===== src/rtl/pgc_pkg.sv =====
package pgc_pkg;

    typedef enum logic [1:0] {
        PD_OFF    = 2'd0,
        PD_WAKING = 2'd1,
        PD_ON     = 2'd2,
        PD_DRAIN  = 2'd3
    } pd_state_e;

    typedef enum logic [1:0] {
        CLS_INBUF  = 2'd0,
        CLS_XBAR   = 2'd1,
        CLS_VCMUX  = 2'd2,
        CLS_OUTLAT = 2'd3
    } pd_class_e;

    typedef struct packed {
        logic arrive;
        logic depart;
        logic wake;
    } pd_evt_t;

    // Class of a domain from its flat index.
    function automatic pd_class_e dom_class(input int idx, input int nport, input int nvc);
        if (idx < nport * nvc)
            return CLS_INBUF;
        else if (idx < nport * nvc + nport)
            return CLS_XBAR;
        else if (idx < nport * nvc + 2 * nport)
            return CLS_VCMUX;
        else
            return CLS_OUTLAT;
    endfunction

    // True when the gating level allows this class to be switched off.
    function automatic logic level_gates(input pd_class_e cls, input logic [1:0] lvl);
        case (cls)
            CLS_INBUF:  return lvl != 2'd0;
            CLS_XBAR,
            CLS_VCMUX:  return lvl >= 2'd2;
            default:    return lvl == 2'd3;
        endcase
    endfunction

endpackage


===== src/rtl/pgc_policy.sv =====
module pgc_policy
    import pgc_pkg::*;
#(
    parameter int NPORT       = 5,
    parameter int NVC         = 4,
    parameter int LOCAL_PORT  = 4,
    parameter logic [NVC-1:0] CPU_AON_VCS = 4'b0101,
    localparam int ND         = NPORT * NVC + 3 * NPORT
) (
    input  logic [1:0]    gate_level,
    input  logic [ND-1:0] aon_mask,
    output logic [ND-1:0] keep
);

    for (genvar d = 0; d < ND; d++) begin : g_dom
        localparam pd_class_e CLS = dom_class(d, NPORT, NVC);
        localparam bit FIXED_ON = (d < NPORT * NVC) &&
                                  ((d / NVC) == LOCAL_PORT) &&
                                  CPU_AON_VCS[d % NVC];
        assign keep[d] = aon_mask[d] | FIXED_ON | ~level_gates(CLS, gate_level);
    end

endmodule


===== src/rtl/pgc_domain.sv =====
module pgc_domain
    import pgc_pkg::*;
#(
    parameter int WAKE_LAT = 3,
    parameter int OCC_W    = 3,
    localparam int CNT_W   = (WAKE_LAT > 1) ? $clog2(WAKE_LAT) : 1
) (
    input  logic    clk,
    input  logic    rst,
    input  logic    keep,
    input  pd_evt_t evt,
    output logic    pwr_en,
    output logic    hold_en,
    output logic    ready
);

    localparam logic [OCC_W-1:0] OCC_MAX  = '1;
    localparam logic [CNT_W-1:0] CNT_LAST = CNT_W'(WAKE_LAT - 1);

    pd_state_e        state, state_n;
    logic [CNT_W-1:0] cnt;
    logic [OCC_W-1:0] occ;
    logic             acc, dep, idle, wake_evt;

    assign acc      = evt.arrive & (state == PD_ON);
    assign dep      = evt.depart & (occ != '0);
    assign idle     = ~evt.arrive & ~evt.depart & ~evt.wake;
    assign wake_evt = evt.arrive | evt.wake | keep;

    always_comb begin
        state_n = state;
        case (state)
            PD_OFF:    if (wake_evt) state_n = PD_WAKING;
            PD_WAKING: if (cnt == CNT_LAST) state_n = PD_ON;
            PD_ON:     if (!keep && occ == '0 && idle) state_n = PD_DRAIN;
            PD_DRAIN:  state_n = wake_evt ? PD_ON : PD_OFF;
            default:   state_n = PD_OFF;
        endcase
    end

    always_ff @(posedge clk) begin
        if (rst) begin
            state <= PD_ON;
            cnt   <= '0;
            occ   <= '0;
        end else begin
            state <= state_n;
            cnt   <= (state == PD_WAKING) ? cnt + 1'b1 : '0;
            if (acc && !dep && occ != OCC_MAX)
                occ <= occ + 1'b1;
            else if (dep && !acc)
                occ <= occ - 1'b1;
        end
    end

    assign pwr_en  = (state != PD_OFF);
    assign hold_en = (state != PD_ON);
    assign ready   = (state == PD_ON);


    hold_before_cut_chk: assert property (@(posedge clk) disable iff (rst)
        $fell(pwr_en) |-> $past(hold_en));


    wake_count_chk: assert property (@(posedge clk) disable iff (rst)
        (state == PD_WAKING && cnt != CNT_LAST) |=>
        (state == PD_WAKING && cnt == CNT_W'($past(cnt) + 1'b1)));


    wake_from_off_chk: assert property (@(posedge clk) disable iff (rst)
        (!pwr_en && evt.arrive) |=> (pwr_en && !ready));


    occupied_stays_on_chk: assert property (@(posedge clk) disable iff (rst)
        (ready && occ != '0) |=> ready);


    no_overflow_chk: assert property (@(posedge clk) disable iff (rst)
        !(acc && !dep && occ == OCC_MAX));


    drain_cancel_chk: assert property (@(posedge clk) disable iff (rst)
        (state == PD_DRAIN && evt.arrive) |=> ready);


    keep_on_chk: assert property (@(posedge clk) disable iff (rst)
        (keep && ready) |=> ready);

endmodule


===== src/rtl/pgc_router_ctrl.sv =====
module pgc_router_ctrl
    import pgc_pkg::*;
#(
    parameter int NPORT       = 5,
    parameter int NVC         = 4,
    parameter int LOCAL_PORT  = 4,
    parameter logic [NVC-1:0] CPU_AON_VCS = 4'b0101,
    parameter int WAKE_LAT    = 3,
    parameter int OCC_W       = 3,
    localparam int ND         = NPORT * NVC + 3 * NPORT
) (
    input  logic          clk,
    input  logic          rst,
    input  logic [1:0]    gate_level,
    input  logic [ND-1:0] aon_mask,
    input  logic [ND-1:0] arrive,
    input  logic [ND-1:0] depart,
    input  logic [ND-1:0] wake_req,
    output logic [ND-1:0] pwr_en,
    output logic [ND-1:0] hold_en,
    output logic [ND-1:0] ready,
    output logic [ND-1:0] stall
);

    logic [ND-1:0] keep;

    pgc_policy #(
        .NPORT       (NPORT),
        .NVC         (NVC),
        .LOCAL_PORT  (LOCAL_PORT),
        .CPU_AON_VCS (CPU_AON_VCS)
    ) u_policy (
        .gate_level (gate_level),
        .aon_mask   (aon_mask),
        .keep       (keep)
    );

    for (genvar d = 0; d < ND; d++) begin : g_dom
        pd_evt_t evt;
        assign evt = '{arrive: arrive[d], depart: depart[d], wake: wake_req[d]};

        pgc_domain #(
            .WAKE_LAT (WAKE_LAT),
            .OCC_W    (OCC_W)
        ) u_dom (
            .clk     (clk),
            .rst     (rst),
            .keep    (keep[d]),
            .evt     (evt),
            .pwr_en  (pwr_en[d]),
            .hold_en (hold_en[d]),
            .ready   (ready[d])
        );
    end

    assign stall = arrive & ~ready;


    cpu_vc_on_chk: assert property (@(posedge clk) disable iff (rst)
        (ready[LOCAL_PORT*NVC] && ready[LOCAL_PORT*NVC+2]) |=>
        (ready[LOCAL_PORT*NVC] && ready[LOCAL_PORT*NVC+2]));

endmodule


===== config.mk =====
export PLATFORM = sky130hd
export DESIGN_NAME = pgc_router_ctrl
export DESIGN_NICKNAME = d
export VERILOG_FILES = /design/src/rtl/pgc_pkg.sv /design/src/rtl/pgc_policy.sv /design/src/rtl/pgc_domain.sv /design/src/rtl/pgc_router_ctrl.sv
export SDC_FILE = /design/constraint.sdc
export NUM_CORES = 1
export LEC_CHECK = 0
export BUFFER_PORTS_ARGS = -buffer_cell sky130_fd_sc_hd__buf_2
export CAP_MARGIN = 15
export CORE_ASPECT_RATIO = 0.5
export CORE_MARGIN = 5
export CORE_UTILIZATION = 55
export CTS_CLUSTER_SIZE = 10
export DETAILED_ROUTE_END_ITERATION = 10
export PLACE_DENSITY = 0.83
export SLEW_MARGIN = 20
export SYNTH_ARGS = -nofsm -noshare
export SYNTH_HDL_FRONTEND = slang
export SYNTH_SLANG_ARGS = --single-unit

===== constraint.sdc =====
create_clock -name clk -period 3.25 [get_ports clk]
set_clock_uncertainty 0.15 [all_clocks]
set_input_delay 0.65 -clock clk [delete_from_list [all_inputs] [get_ports clk]]
set_output_delay 0.65 -clock clk [all_outputs]
set_load 0.02 [all_outputs]

[Word-level counts from Yosys, hierarchy flattened]
Cells that the tools add are included.
Storage, ports and cells
  bits in registers: 239
  input port bits: 144
  output and inout port bits: 140
  word-level logic and storage cells: 1626
Operators by class
  $add $sub $neg: 101
  $lt $le $gt $ge: 1
  equality and inequality tests: 310
  mux-type cells: 235
  bitwise gates (word level): 372
  reductions and logical operators: 504
Operators by type and width (count)
  $mux 2: 134
  $pmux 2 s4: 33
  $eq 2x2->1 const B: 106
  $mux 3: 66
  $logic_and 1x1->1: 165
  $not 1->1: 139
  $reduce_bool 2->1: 69
  $ne 2x1->1 const B: 68
  $ne 2x2->1 const B: 68
  $and 1x1->1: 132
  $add 3x1->3 const B: 33
  $logic_not 1->1: 99
  $logic_not 3->1: 33
  $ne 3x3->1 const B: 33
  $or 1x1->1: 99
  $reduce_and 3->1: 33
  $reduce_bool 3->1: 33
  $sub 3x1->3 const B: 33
  $add 2x1->2 const B: 35
  $eq 2x1->1 const B: 35
  $logic_not 2->1: 35
  $reduce_or 2->1: 35
  $and 35x35->35: 1
  $not 35->35: 1
  3 further kinds: 5

[Longest topological paths before layout]
Gate-level depths: netlist of the first run.
  word-level depth: 8
  depth in mapped cells: 9

[Hierarchy]
Synthesis of the first run repeated with hierarchy kept, for this count alone.
Unflattened totals
  cell total of the unflattened synthesis: 1518
  area, all modules: 14268.7 µm²
Modules (own cells, without submodules)
  pgc_domain at g_dom[0].u_dom ...: times used 28, cells each 41, area each 385.4 µm², seq. area each 140.1 µm²
  pgc_domain at g_dom[32].u_dom ...: times used 7, cells each 42, area each 387.9 µm², seq. area each 140.1 µm²
  pgc_router_ctrl: times used 1, cells each 35, area each 481.7 µm², seq. area each 0.0 µm²
  pgc_policy: times used 1, cells each 41, area each 281.5 µm², seq. area each 0.0 µm²

[Worst setup path after synthesis of the first run]
No wires, ideal clock.
  path kind: input to register
  start point: input depart[24]
  end point: register g_dom[24].u_dom.occ[2]
  data arrival time: 2.215 ns
  required time: 2.966 ns
  slack: 0.752 ns
  stages: 9
  buffers on the path: 1
  cells stage by stage: buf_1 a21oi_1 a21oi_1 nand2b_1 fa_1 or3_1 o31a_1 o22ai_1 a211oi_1
On the way
  longest elaborated chain between the ends: 5
Ends and longest elaborated chain
  start: declaration: RTL line pgc_router_ctrl.sv:17  | input logic [ND-1:0] depart,
  $and 1x1->1 (*): RTL line pgc_domain.sv:26  | assign dep = evt.depart & (occ != '0);
  $logic_not 1->1: RTL line pgc_domain.sv:49  | if (acc && !dep && occ != OCC_MAX)
  $logic_and 1x1->1 (2 in series): RTL line pgc_domain.sv:49
  $mux 3 or $reduce_bool 2->1 (tied branches)
  end signal: assignment: RTL line pgc_domain.sv:50  | occ <= occ + 1'b1;
  end signal: assignment: RTL line pgc_domain.sv:52  | occ <= occ - 1'b1;
  end: declaration: RTL line pgc_domain.sv:22  | logic [OCC_W-1:0] occ;
Mark *: on every way between the ends. The rest lies on a longest branch, timed or not.
A chain may end at the register's enable or synchronous reset.

[Worst setup path in the final report of the first run]
  start point: register g_dom[21].u_dom.state[1]
  end point: register g_dom[21].u_dom.occ[2]
On the way
  longest elaborated chain between the ends: 5
Ends and longest elaborated chain
  start: declaration: RTL line pgc_domain.sv:20  | pd_state_e state, state_n;
  start signal: assignment: RTL line pgc_domain.sv:47  | state <= state_n;
  $eq 2x2->1 (*): RTL line pgc_domain.sv:25  | assign acc = evt.arrive & (state == PD_ON);
  $and 1x1->1 (*): RTL line pgc_domain.sv:25
  $logic_and 1x1->1 or $logic_not 1->1 (tied branches): RTL line pgc_domain.sv:49, pgc_domain.sv:51
  $logic_and 1x1->1 (on tied branches): RTL line pgc_domain.sv:49, pgc_domain.sv:51
  $mux 3 or $reduce_bool 2->1 (tied branches)
  end signal: assignment: RTL line pgc_domain.sv:50
  end signal: assignment: RTL line pgc_domain.sv:52
  end: declaration: RTL line pgc_domain.sv:22
Marked as above.

==> results of run 1 <==
[kinds of logic after synthesis]
| kind of cell | share of synthesized area, % |
|---|---|
| AOI/OAI and AO/OA | 19.2 |
| xor gates and xnor gates | 3.32 |
| adders and majority gates | 6.83 |
| buffers and inverters | 11.5 |
| DFF | 29.8 |
| muxes | 4.55 |
| and+or+nand+nor | 24.8 |
[synth_stat cells, drive strengths merged, types with 14 or more instances]
cell type    n
or2         80
nor4        54
clkbuf     107
mux2i       73
a31oi       45
a22oi       28
nor3b       26
o21a        24
ha          35
nand2b      27
o221ai      16
nand2      143
and2        39
xnor2       46
inv        145
o21ai      111
o31ai       14
fa          33
nand3       42
a21oi      140
nor2       215
a211oi      22
buf        127
nor2b       28
a2111oi     17
and3b       48
dfxtp      239
xor2        15
[area by class of cell]
| cell class | count | share of cell area (%) |
|---|---|---|
| multi-input cells | 1445 | 54.2 |
| flip-flops and latches | 239 | 27.5 |
| clock inverters | 1 | 0.0503 |
| clock buffers | 28 | 3.90 |
| repair buffers | 284 | 8.44 |
| inverters | 145 | 3.12 |
| well taps | 391 | 2.81 |
| diodes | 2 | 0.0287 |
[routing by layer]
metal  track usage, %  wire length (um)  vias to the layer above  share of wire (%)
met3             3.42              1210                       56                3.6
met5                0                 0                        -                  0
li1                 -                 -                     7188                  -
met2             34.4             16600                      160                 49
met4             5.26               807                        0                2.4
met1             23.7             15000                     6446                 45
[worst max-delay path: cells and delay by family, from the launching register on]
| kind | cells | cell delay (ns) |
|---|---|---|
| and+or+nand+nor | 3 | 0.77 |
| adders and majority gates | 1 | 0.51 |
| AOI/OAI and AO/OA | 3 | 0.63 |
| DFF | 1 | 0.47 |
[report_power, final]
group	leakage (nW)	switching [mW]	internal (mW)
combinational	4.95	1.88	1.93
sequential	1.95	1.10	3.47
clock	0.338	1.14	1.46
[state kept, by name, indices dropped and copies added (netlist names)]
register	count
g_dom.u_dom.state	70
g_dom.u_dom.cnt	70
g_dom.u_dom.occ	99
[how the worst max path moves through the flow]
stage                                          startpoint  depth (start not counted)                               endpoint  slack [ns]
floorplan                                      depart[24]                          9    g_dom[24].u_dom.occ[2]$_SDFFE_PP0P_        0.75
global route        g_dom[21].u_dom.state[1]$_SDFFE_PP1P_                          7    g_dom[21].u_dom.occ[2]$_SDFFE_PP0P_        0.49
detailed placement                          gate_level[1]                          6  g_dom[30].u_dom.state[1]$_SDFFE_PP1P_        0.53
CTS                 g_dom[21].u_dom.state[1]$_SDFFE_PP1P_                          7    g_dom[21].u_dom.occ[2]$_SDFFE_PP0P_        0.63
finish              g_dom[21].u_dom.state[1]$_SDFFE_PP1P_                          7    g_dom[21].u_dom.occ[2]$_SDFFE_PP0P_        0.61
global placement                            gate_level[1]                          6  g_dom[30].u_dom.state[1]$_SDFFE_PP1P_        0.56
[stage by stage]
| stage | total power [mW] | cells | area, um^2 | worst slack, ns | hold slack [ns] |
|---|---|---|---|---|---|
| 2_1_floorplan | 7.64 | 2063 | 16100 | 0.752 | 0.240 |
| 3_3_place_gp | 8.25 | 2504 | 16700 | 0.561 | 0.248 |
| 3_5_place_dp | 8.39 | 2504 | 16700 | 0.535 | 0.250 |
| 4_1_cts | 11.1 | 2533 | 17400 | 0.627 | 0.236 |
| 5_1_grt | 11.9 | 2534 | 17400 | 0.490 | 0.273 |
| 6_report | 11.0 | 2535 | 17400 | 0.606 | 0.256 |
==> impl_metrics.tcl, run 1 <==
set metrics [dict create \
    hp-start "g_dom[10].u_dom.cnt[0]$_SDFF_PP0_" \
    final_cell_mix "buf_2 (276), dfxtp_1 (239), nor2_1 (214), inv_1 (145), nand2_1 (143)" \
    cts_buffers 27 \
    drive_gt1_share_pct 19.0 \
    chipWidth_um 252 \
    synth.avg_cell_area_um2 7.79 \
    syn_to_final_growth_pct 8.42 \
    hold_class "reg2reg" \
    drt-total-wl_mm 33.6 \
    crit_arrival_ns 2.91 \
    post_cts_buffers 0 \
    rsz0062_at_grt "no" \
    fin_nets 2354 \
    min_to "g_dom[10].u_dom.cnt[0]$_SDFF_PP0_" \
    regArea_um2 4780 \
    tns_ns 0 \
    synth_fp_nets 2275 \
    antenna_found_initial 2 \
    cts_tree "built" \
    root_buffer "clkbuf_16" \
    synth_area_leaders "dfxtp_1 (30%), nor2_1 (5.0%), buf_4 (4.9%)" \
    fp.dieH_um 131 \
    status "completed" \
    setup_viol 0 \
    cts_resized 0 \
    p_per_area_nw_per_um2 630 \
    p_leak_nw 7.24 \
    cp-end-kind "flip-flop" \
    grt_pass1_vias 12100 \
    hold_path_depth 1 \
    min_period_over_period_pct 81.4 \
    tightest_slew_ns 1.03 \
    grt_overflow_total 0 \
    grt_max_degree 58 \
    maxCapViolations 0 \
    crit_slowest_cell "fa_1" \
    mappedNetlistArea_um2 16100 \
    die_area_um2 33000 \
    fmax_mhz 378 \
    rows 44 \
    ys_seq_area_share_pct 29.8 \
    drc 0 \
    path_max_fanout 9 \
    syn_inst 2063 \
    finish.utilization_pct 60.3 \
    pin_count 284 \
    fillers 2602 \
    drtIter0Drc 776 \
    place.gp.congestion 0.820 \
    detail-route-antenna-nets 0 \
    mostFrequentLayoutCell "buf_2" \
    r2r_start "g_dom[21].u_dom.state[1]$_SDFFE_PP1P_" \
    io_buffers 277 \
    multi_input_area_um2 9440 \
    fin_crit_ns 2.64 \
    insertion_delay_ns 0.53 \
    max-vdd-ir-drop_uv 412 \
    post_drt_via_cell_ratio 5.46 \
    start_kind "flip-flop" \
    worst_path_largest_cell_delay_ns 0.51 \
    r2r_end "g_dom[21].u_dom.occ[2]$_SDFFE_PP0P_" \
    drt-wirelength-per-cell_um 13.3 \
    cts.sinks 239 \
    core_area_um2 28900 \
    crit_required_ns 3.51 \
    relSlewSlack_pct 30.6 \
    ys_warn_count 0 \
    h-tree-depth 1 \
    final-hold-violation-count 0 \
    dr.pass1.iters 5 \
    dp_hpwl_mm 24.0 \
    r2r_cells 7 \
    clk_pin_slew_ns 0.06 \
    worstSetupPathType "reg2reg" \
    start_util_pct 55.6 \
    crit_chain "nor2b_2 > and2_1 > o21ai_0 > fa_1 > nor3b_1 > a311oi_1 > a2111oi_1" \
    synth_edf_count 0 \
    maxSlewViolCount 0 \
    synthDistinctLibCells 58 \
    yosys.area.top_type "dfxtp_1" \
    async_flop_share_pct 0 \
    synth_seq_cells 239 \
    grt_first_pass_wirelength_mm 54.7 \
    globalRouteTotalUtil_pct 19.0 \
    hold_buffers 0 \
    yosysTopAreaCellShare_pct 29.8 \
    clock_tree.buffer_depth 3 \
    vias 13900 \
    yosys_most_used_dff "dfxtp_1" \
    rrSetupSlack_ns 0.61 \
]
No activity file was read; power rests on OpenSTA's default activity.
==> run 2: changes to the inputs <==
==> constraint.sdc (replaced) <==
create_clock -name clk -period 2.61 [get_ports clk]
set_clock_uncertainty 0.15 [all_clocks]
set_input_delay 0.522 -clock clk [delete_from_list [all_inputs] [get_ports clk]]
set_output_delay 0.522 -clock clk [all_outputs]
set_load 0.02 [all_outputs]
==> run 2 against run 1 <==
Sequential power increased by 24%. Hold slack got worse by 0.11 ns. Non-clock buffer count increased by 32. Total power increased by 26%. Combinational power increased by 29%. Largest power group unchanged. Die area unchanged. Critical path depth unchanged. First-iteration DRC count increased by 17%.
==> impl_metrics.tcl, run 2 (same netlist as run 1, synthesis figures left out) <==
set metrics [dict create \
    tns_ns 0 \
    fp.dieH_um 131 \
    globalRouteTotalUtil_pct 19.5 \
    hold_buffers 0 \
    pin_count 284 \
    dp_hpwl_mm 24.8 \
    post_drt_via_cell_ratio 5.49 \
    cp-end-kind "flip-flop" \
    final-hold-violation-count 0 \
    die_area_um2 33000 \
    drive_gt1_share_pct 20.3 \
    grt_first_pass_wirelength_mm 56.0 \
    min_period_over_period_pct 92.6 \
    antenna_found_initial 4 \
    chipWidth_um 252 \
    vias 14100 \
    io_buffers 277 \
    drc 0 \
    hold_path_depth 4 \
    post_cts_buffers 0 \
    p_switching_mw 5.22 \
    p_per_area_nw_per_um2 782 \
    largestRegisters "g_dom.u_dom.occ: 99 flops, g_dom.u_dom.cnt: 70 flops, g_dom.u_dom.state: 70 flops" \
    fillers 2547 \
    crit_required_ns 2.92 \
    start_util_pct 55.6 \
    fin_nets 2386 \
    status "completed" \
    placed_cells 2536 \
    max-vdd-ir-drop_uv 544 \
    grt_max_degree 83 \
    clk_pin_slew_ns 0.07 \
    cts.sinks 239 \
    core_area_um2 28900 \
    regArea_um2 4790 \
    place.gp.congestion 0.851 \
    largest_register_ff_count 99 \
    setup_viol 0 \
    p_sw_share_pct 37.7 \
    fin_crit_ns 2.42 \
    final_cell_mix "buf_2 (276), dfxtp_1 (238), nor2_1 (214), inv_1 (145), nand2_1 (143)" \
    cts_resized 0 \
    rows 44 \
    clock_tree.buffer_depth 3 \
    cts_buffers 27 \
    mostFrequentLayoutCell "buf_2" \
    grt_overflow_total 0 \
    cts_tree "built" \
    p_comb_share_pct 35.5 \
    path_max_fanout 8 \
    worstSetupPathType "reg2reg" \
    fin_cells 2569 \
    rsz0062_at_grt "no" \
    drtIter0Drc 909 \
    pwr-share-seq_pct 41.0 \
    multi_input_area_um2 9460 \
    maxCapViolations 0 \
    dr.pass1.iters 5 \
    p_int_mw 8.61 \
    drt-wirelength-per-cell_um 13.5 \
    detail-route-antenna-nets 0 \
    root_buffer "clkbuf_16" \
    grt_pass1_vias 12300 \
    crit_arrival_ns 2.73 \
    syn_to_final_growth_pct 10.0 \
    tightest_slew_ns 0.912 \
    fmax_mhz 414 \
    p_leak_nw 7.40 \
    start_kind "flip-flop" \
    p_clk_share_pct 23.5 \
    maxSlewViolCount 0 \
    r2r_cells 7 \
    h-tree-depth 1 \
    insertion_delay_ns 0.54 \
    relSlewSlack_pct 39.1 \
    hold_class "in2reg" \
    drt-total-wl_mm 34.7 \
    top_register "g_dom.u_dom.occ" \
]
run 2: cell count changes in the layout (fill, tap and decap cells not counted), sizes merged:
cell / change
buf: +32
diode: +2
run 2: layout make-up:
| class | count | share of cell area, % |
|---|---|---|
| Antenna cell | 4 | 0.0566 |
| Clock buffer | 28 | 3.84 |
| Clock inverter | 1 | 0.0495 |
| Inverter | 145 | 3.08 |
| Multi-Input combinational cell | 1445 | 53.5 |
| Sequential cell | 239 | 27.1 |
| Tap cell | 391 | 2.77 |
| Timing Repair Buffer | 316 | 9.67 |
run 2: power by group through the flow:
stage | combinational, mW | sequential [mW] | clock (mW)
final | 4.91 | 5.67 | 3.25
after global routing | 5.61 | 5.84 | 3.51
after floorplan | 4.35 | 5.15 | 0
after detailed placement | 4.89 | 5.69 | 0
after global placement | 4.69 | 5.67 | 0
after CTS | 4.93 | 5.64 | 3.37
run 2: final timing paths:
kind,startpoint,end,slack [ns]
max,g_dom[19].u_dom.occ[1]$_SDFFE_PP0P_,g_dom[19].u_dom.occ[2]$_SDFFE_PP0P_,0.19
min,aon_mask[9],g_dom[9].u_dom.state[0]$_SDFFE_PP0P_,0.14
max reg2reg,g_dom[19].u_dom.occ[1]$_SDFFE_PP0P_,g_dom[19].u_dom.occ[2]$_SDFFE_PP0P_,0.19
min reg2reg,g_dom[28].u_dom.cnt[0]$_SDFF_PP0_,g_dom[28].u_dom.cnt[0]$_SDFF_PP0_,0.25
run 2: per-layer routing:
layer / GRT usage [%] / vias up / part of all wire [%]
li1: - / 7226 / -
met1: 24.1 / 6601 / 44
met2: 35.7 / 213 / 49
met3: 3.11 / 59 / 3.6
met4: 5.64 / 0 / 2.5
met5: 0 / - / 0
run 2: worst max-delay path: stages, from the launching register on:
cell and delay, ns:
dfxtp_1 0.38, or2_2 0.35, a21oi_1 0.14, o21ai_0 0.14, fa_1 0.49, a2111oi_0 0.44
a211oi_1 0.09, a21oi_1 0.15
run 2: stage by stage:
step | hold slack, ns | area [um^2] | power [mW] | setup WS [ns] | util, %
6_report | 0.144 | 17700 | 13.8 | 0.194 | 61.2
5_1_grt | 0.145 | 17700 | 15.0 | 0.00204 | 61.2
4_1_cts | 0.118 | 17700 | 13.9 | 0.0504 | 61.1
3_5_place_dp | 0.251 | 17000 | 10.6 | 0.0879 | 58.7
3_3_place_gp | 0.248 | 17000 | 10.4 | 0.124 | 58.7
2_1_floorplan | 0.240 | 16100 | 9.51 | 0.240 | -
==> run 3: changes to the inputs <==
--- a/config.mk
+++ b/config.mk
@@ -5,14 +5,15 @@
 export SDC_FILE = /design/constraint.sdc
 export NUM_CORES = 1
 export LEC_CHECK = 0
-export BUFFER_PORTS_ARGS = -buffer_cell sky130_fd_sc_hd__buf_2
+export ABC_AREA = 1
 export CAP_MARGIN = 15
 export CORE_ASPECT_RATIO = 0.5
 export CORE_MARGIN = 5
 export CORE_UTILIZATION = 55
 export CTS_CLUSTER_SIZE = 10
 export DETAILED_ROUTE_END_ITERATION = 10
-export PLACE_DENSITY = 0.83
+export DONT_BUFFER_PORTS = 1
+export PLACE_DENSITY = 0.74
 export SLEW_MARGIN = 20
 export SYNTH_ARGS = -nofsm -noshare
 export SYNTH_HDL_FRONTEND = slang
==> run 3 against run 2 <==
First-iteration DRC count fell by 38%. Via count fell by 16%. Total power fell by 21%. Sequential cell count did not move. Worst setup slack got worse by 0.012 ns. Largest cell class unchanged. Count of clock-buffer cells in the layout did not move.
==> impl_metrics.tcl, run 3 <==
set metrics [dict create \
    p_leak_nw 6.44 \
    mappedNetlistArea_um2 13900 \
    synth_most_common_cell "nand2_1" \
    yosysTopAreaCellShare_pct 34.4 \
    rrSetupSlack_ns 0.20 \
    globalRouteTotalUtil_pct 18.7 \
    ys_seq_area_share_pct 34.4 \
    detail-route-antenna-nets 0 \
    cts_buffers 27 \
    pin_count 284 \
    worst_path_largest_cell_delay_ns 0.35 \
    r2r_end "g_dom[30].u_dom.occ[1]$_SDFFE_PP0P_" \
    place.gp.congestion 0.836 \
    finish.utilization_pct 57.2 \
    path_max_fanout 6 \
    crit_path_end "stall[21]" \
    ys_warn_count 0 \
    async_flop_share_pct 0 \
    crit_chain "inv_1 > nand2_1 > inv_1 > nor2_1" \
    core_area_um2 25000 \
    drc 0 \
    max-vdd-ir-drop_uv 405 \
    setup_viol 0 \
    synth_fp_nets 2293 \
    status "completed" \
    design_area_um2 14300 \
    mostFrequentLayoutCell "nand2_1" \
    clock_tree.buffer_depth 3 \
    die_area_um2 28800 \
    synth.avg_cell_area_um2 6.68 \
    tns_ns 0 \
    relSlewSlack_pct 44.0 \
    grt_first_pass_wirelength_mm 46.2 \
    clk_pin_slew_ns 0.05 \
    crit_start "g_dom[21].u_dom.state[0]$_SDFFE_PP0P_" \
    h-tree-depth 1 \
    dp_hpwl_mm 20.4 \
    fin_nets 2207 \
    fmax_mhz 412 \
    total_power_mw 10.9 \
    dr.pass1.iters 5 \
    largestRegisters "g_dom.u_dom.occ: 99 flops, g_dom.u_dom.cnt: 70 flops, g_dom.u_dom.state: 70 flops" \
    syn_to_final_growth_pct 2.88 \
    min_period_over_period_pct 93.0 \
    post_cts_buffers 0 \
    fillers 2427 \
    synth_edf_count 0 \
    start_kind "flip-flop" \
    cp-end-kind "primary output" \
    synth.top_cells.by_count "nand2_1 (397), inv_1 (322), nor2_1 (285)" \
    maxCapViolations 0 \
    hold_path_depth 4 \
    drt-total-wl_mm 28.0 \
    cts_tree "built" \
    post_drt_via_cell_ratio 5.08 \
    insertion_delay_ns 0.52 \
    fin_crit_ns 2.43 \
    crit_slowest_cell "dfxtp_1" \
    chipWidth_um 235 \
    yosys_most_used_dff "dfxtp_1" \
    r2r_start "g_dom[30].u_dom.state[0]$_SDFFE_PP0P_" \
    grt_max_degree 108 \
    synth_area_leaders "dfxtp_1 (34%), nand2_1 (11%), nand3_1 (10%)" \
    antenna_found_initial 1 \
    drt-wirelength-per-cell_um 12.0 \
    dpl_cell_area_um2 13500 \
    syn_inst 2081 \
    io_buffers 0 \
    r2r_cells 8 \
    start_util_pct 55.6 \
    top_register "g_dom.u_dom.occ" \
    synth_seq_cells 239 \
    vias 11900 \
    worstSetupPathType "reg2out" \
    crit_top_cell "inv_1" \
    grt_pass1_vias 10400 \
    synthDistinctLibCells 25 \
    yosys.area.top_type "dfxtp_1" \
    p_per_area_nw_per_um2 763 \
    drive_gt1_share_pct 3.61 \
    root_buffer "clkbuf_16" \
    maxSlewViolCount 0 \
    crit_required_ns 1.94 \
    final_cell_mix "nand2_1 (397), inv_1 (321), nor2_1 (284), nand3_1 (281), dfxtp_1 (239)" \
    rows 41 \
    tightest_slew_ns 0.841 \
    drtIter0Drc 567 \
    final-hold-violation-count 0 \
    grt_overflow_total 0 \
    rsz0062_at_grt "no" \
    largest_register_ff_count 99 \
    hold_class "in2reg" \
    crit_arrival_ns 1.76 \
    fp.dieH_um 122 \
    cts.sinks 239 \
]
==> run 3: final cells by class <==
class / instances / area, um^2 / share of cell area (%)
flip-flops and latches: 239 / 4780 / 33.4
diodes: 3 / 7.51 / 0.0525
multi-input cells: 1386 / 6990 / 48.9
well taps: 344 / 430 / 3.01
clock buffers: 28 / 679 / 4.75
inverters: 323 / 1210 / 8.49
repair buffers: 18 / 198 / 1.38
==> run 3: how the worst min path moves through the flow <==
stage,from,endpoint
6_report,wake_req[32],g_dom[32].u_dom.state[1]$_SDFFE_PP1P_
3_3_place_gp,g_dom[16].u_dom.cnt[0]$_SDFF_PP0_,g_dom[16].u_dom.cnt[0]$_SDFF_PP0_
4_1_cts,wake_req[32],g_dom[32].u_dom.state[1]$_SDFFE_PP1P_
2_1_floorplan,g_dom[16].u_dom.cnt[0]$_SDFF_PP0_,g_dom[16].u_dom.cnt[0]$_SDFF_PP0_
3_5_place_dp,g_dom[20].u_dom.cnt[0]$_SDFF_PP0_,g_dom[20].u_dom.cnt[0]$_SDFF_PP0_
5_1_grt,depart[20],g_dom[20].u_dom.state[0]$_SDFFE_PP0P_
==> run 3: cells by family after synthesis <==
group                      count (synthesis)  synth area share [%]
and+or+nand+nor                         1118                  35.2
buffers and inverters                    456                  15.3
DFF                                      239                  34.4
AOI/OAI and AO/OA                        200                  7.22
adders and majority gates                 68                  7.90
==> run 3: repair_timing <==
item | CTS | global route
hold endpoints to repair | 118 | 0
resized for setup | 0 | 1
hold buffers | 13 | 0
setup endpoints to repair | 0 | 1
==> run 3: stage by stage <==
stage          hold slack [ns]  std cells  worst slack [ns]
2_1_floorplan            0.241       2081             0.677
3_3_place_gp             0.251       2297             0.548
3_5_place_dp             0.251       2297             0.520
4_1_cts                 0.0265       2338            0.0584
5_1_grt                 0.0650       2338            0.0640
6_report                0.0601       2341             0.182
==> run 3: report_power, final <==
| part | internal [mW] | switching [mW] |
|---|---|---|
| Clock | 1.81 | 1.37 |
| Combinational | 1.18 | 1.98 |
| Sequential | 4.14 | 0.438 |
==> run 3: critical path: cells and delay by family (launching register included) <==
| family | cells | cell delay, ns |
|---|---|---|
| and+or+nand+nor | 2 | 0.58 |
| buffers and inverters | 2 | 0.31 |
| DFF | 1 | 0.35 |
==> run 3: layer usage <==
| layer | global-route usage (%) | part of all wire [%] | wire length [um] |
|---|---|---|---|
| met5 | 0 | 0 | 0 |
| met4 | 5.87 | 2.8 | 792 |
| met3 | 4.60 | 5.4 | 1520 |
| met2 | 32.9 | 47 | 13100 |
| met1 | 23.0 | 45 | 12600 |
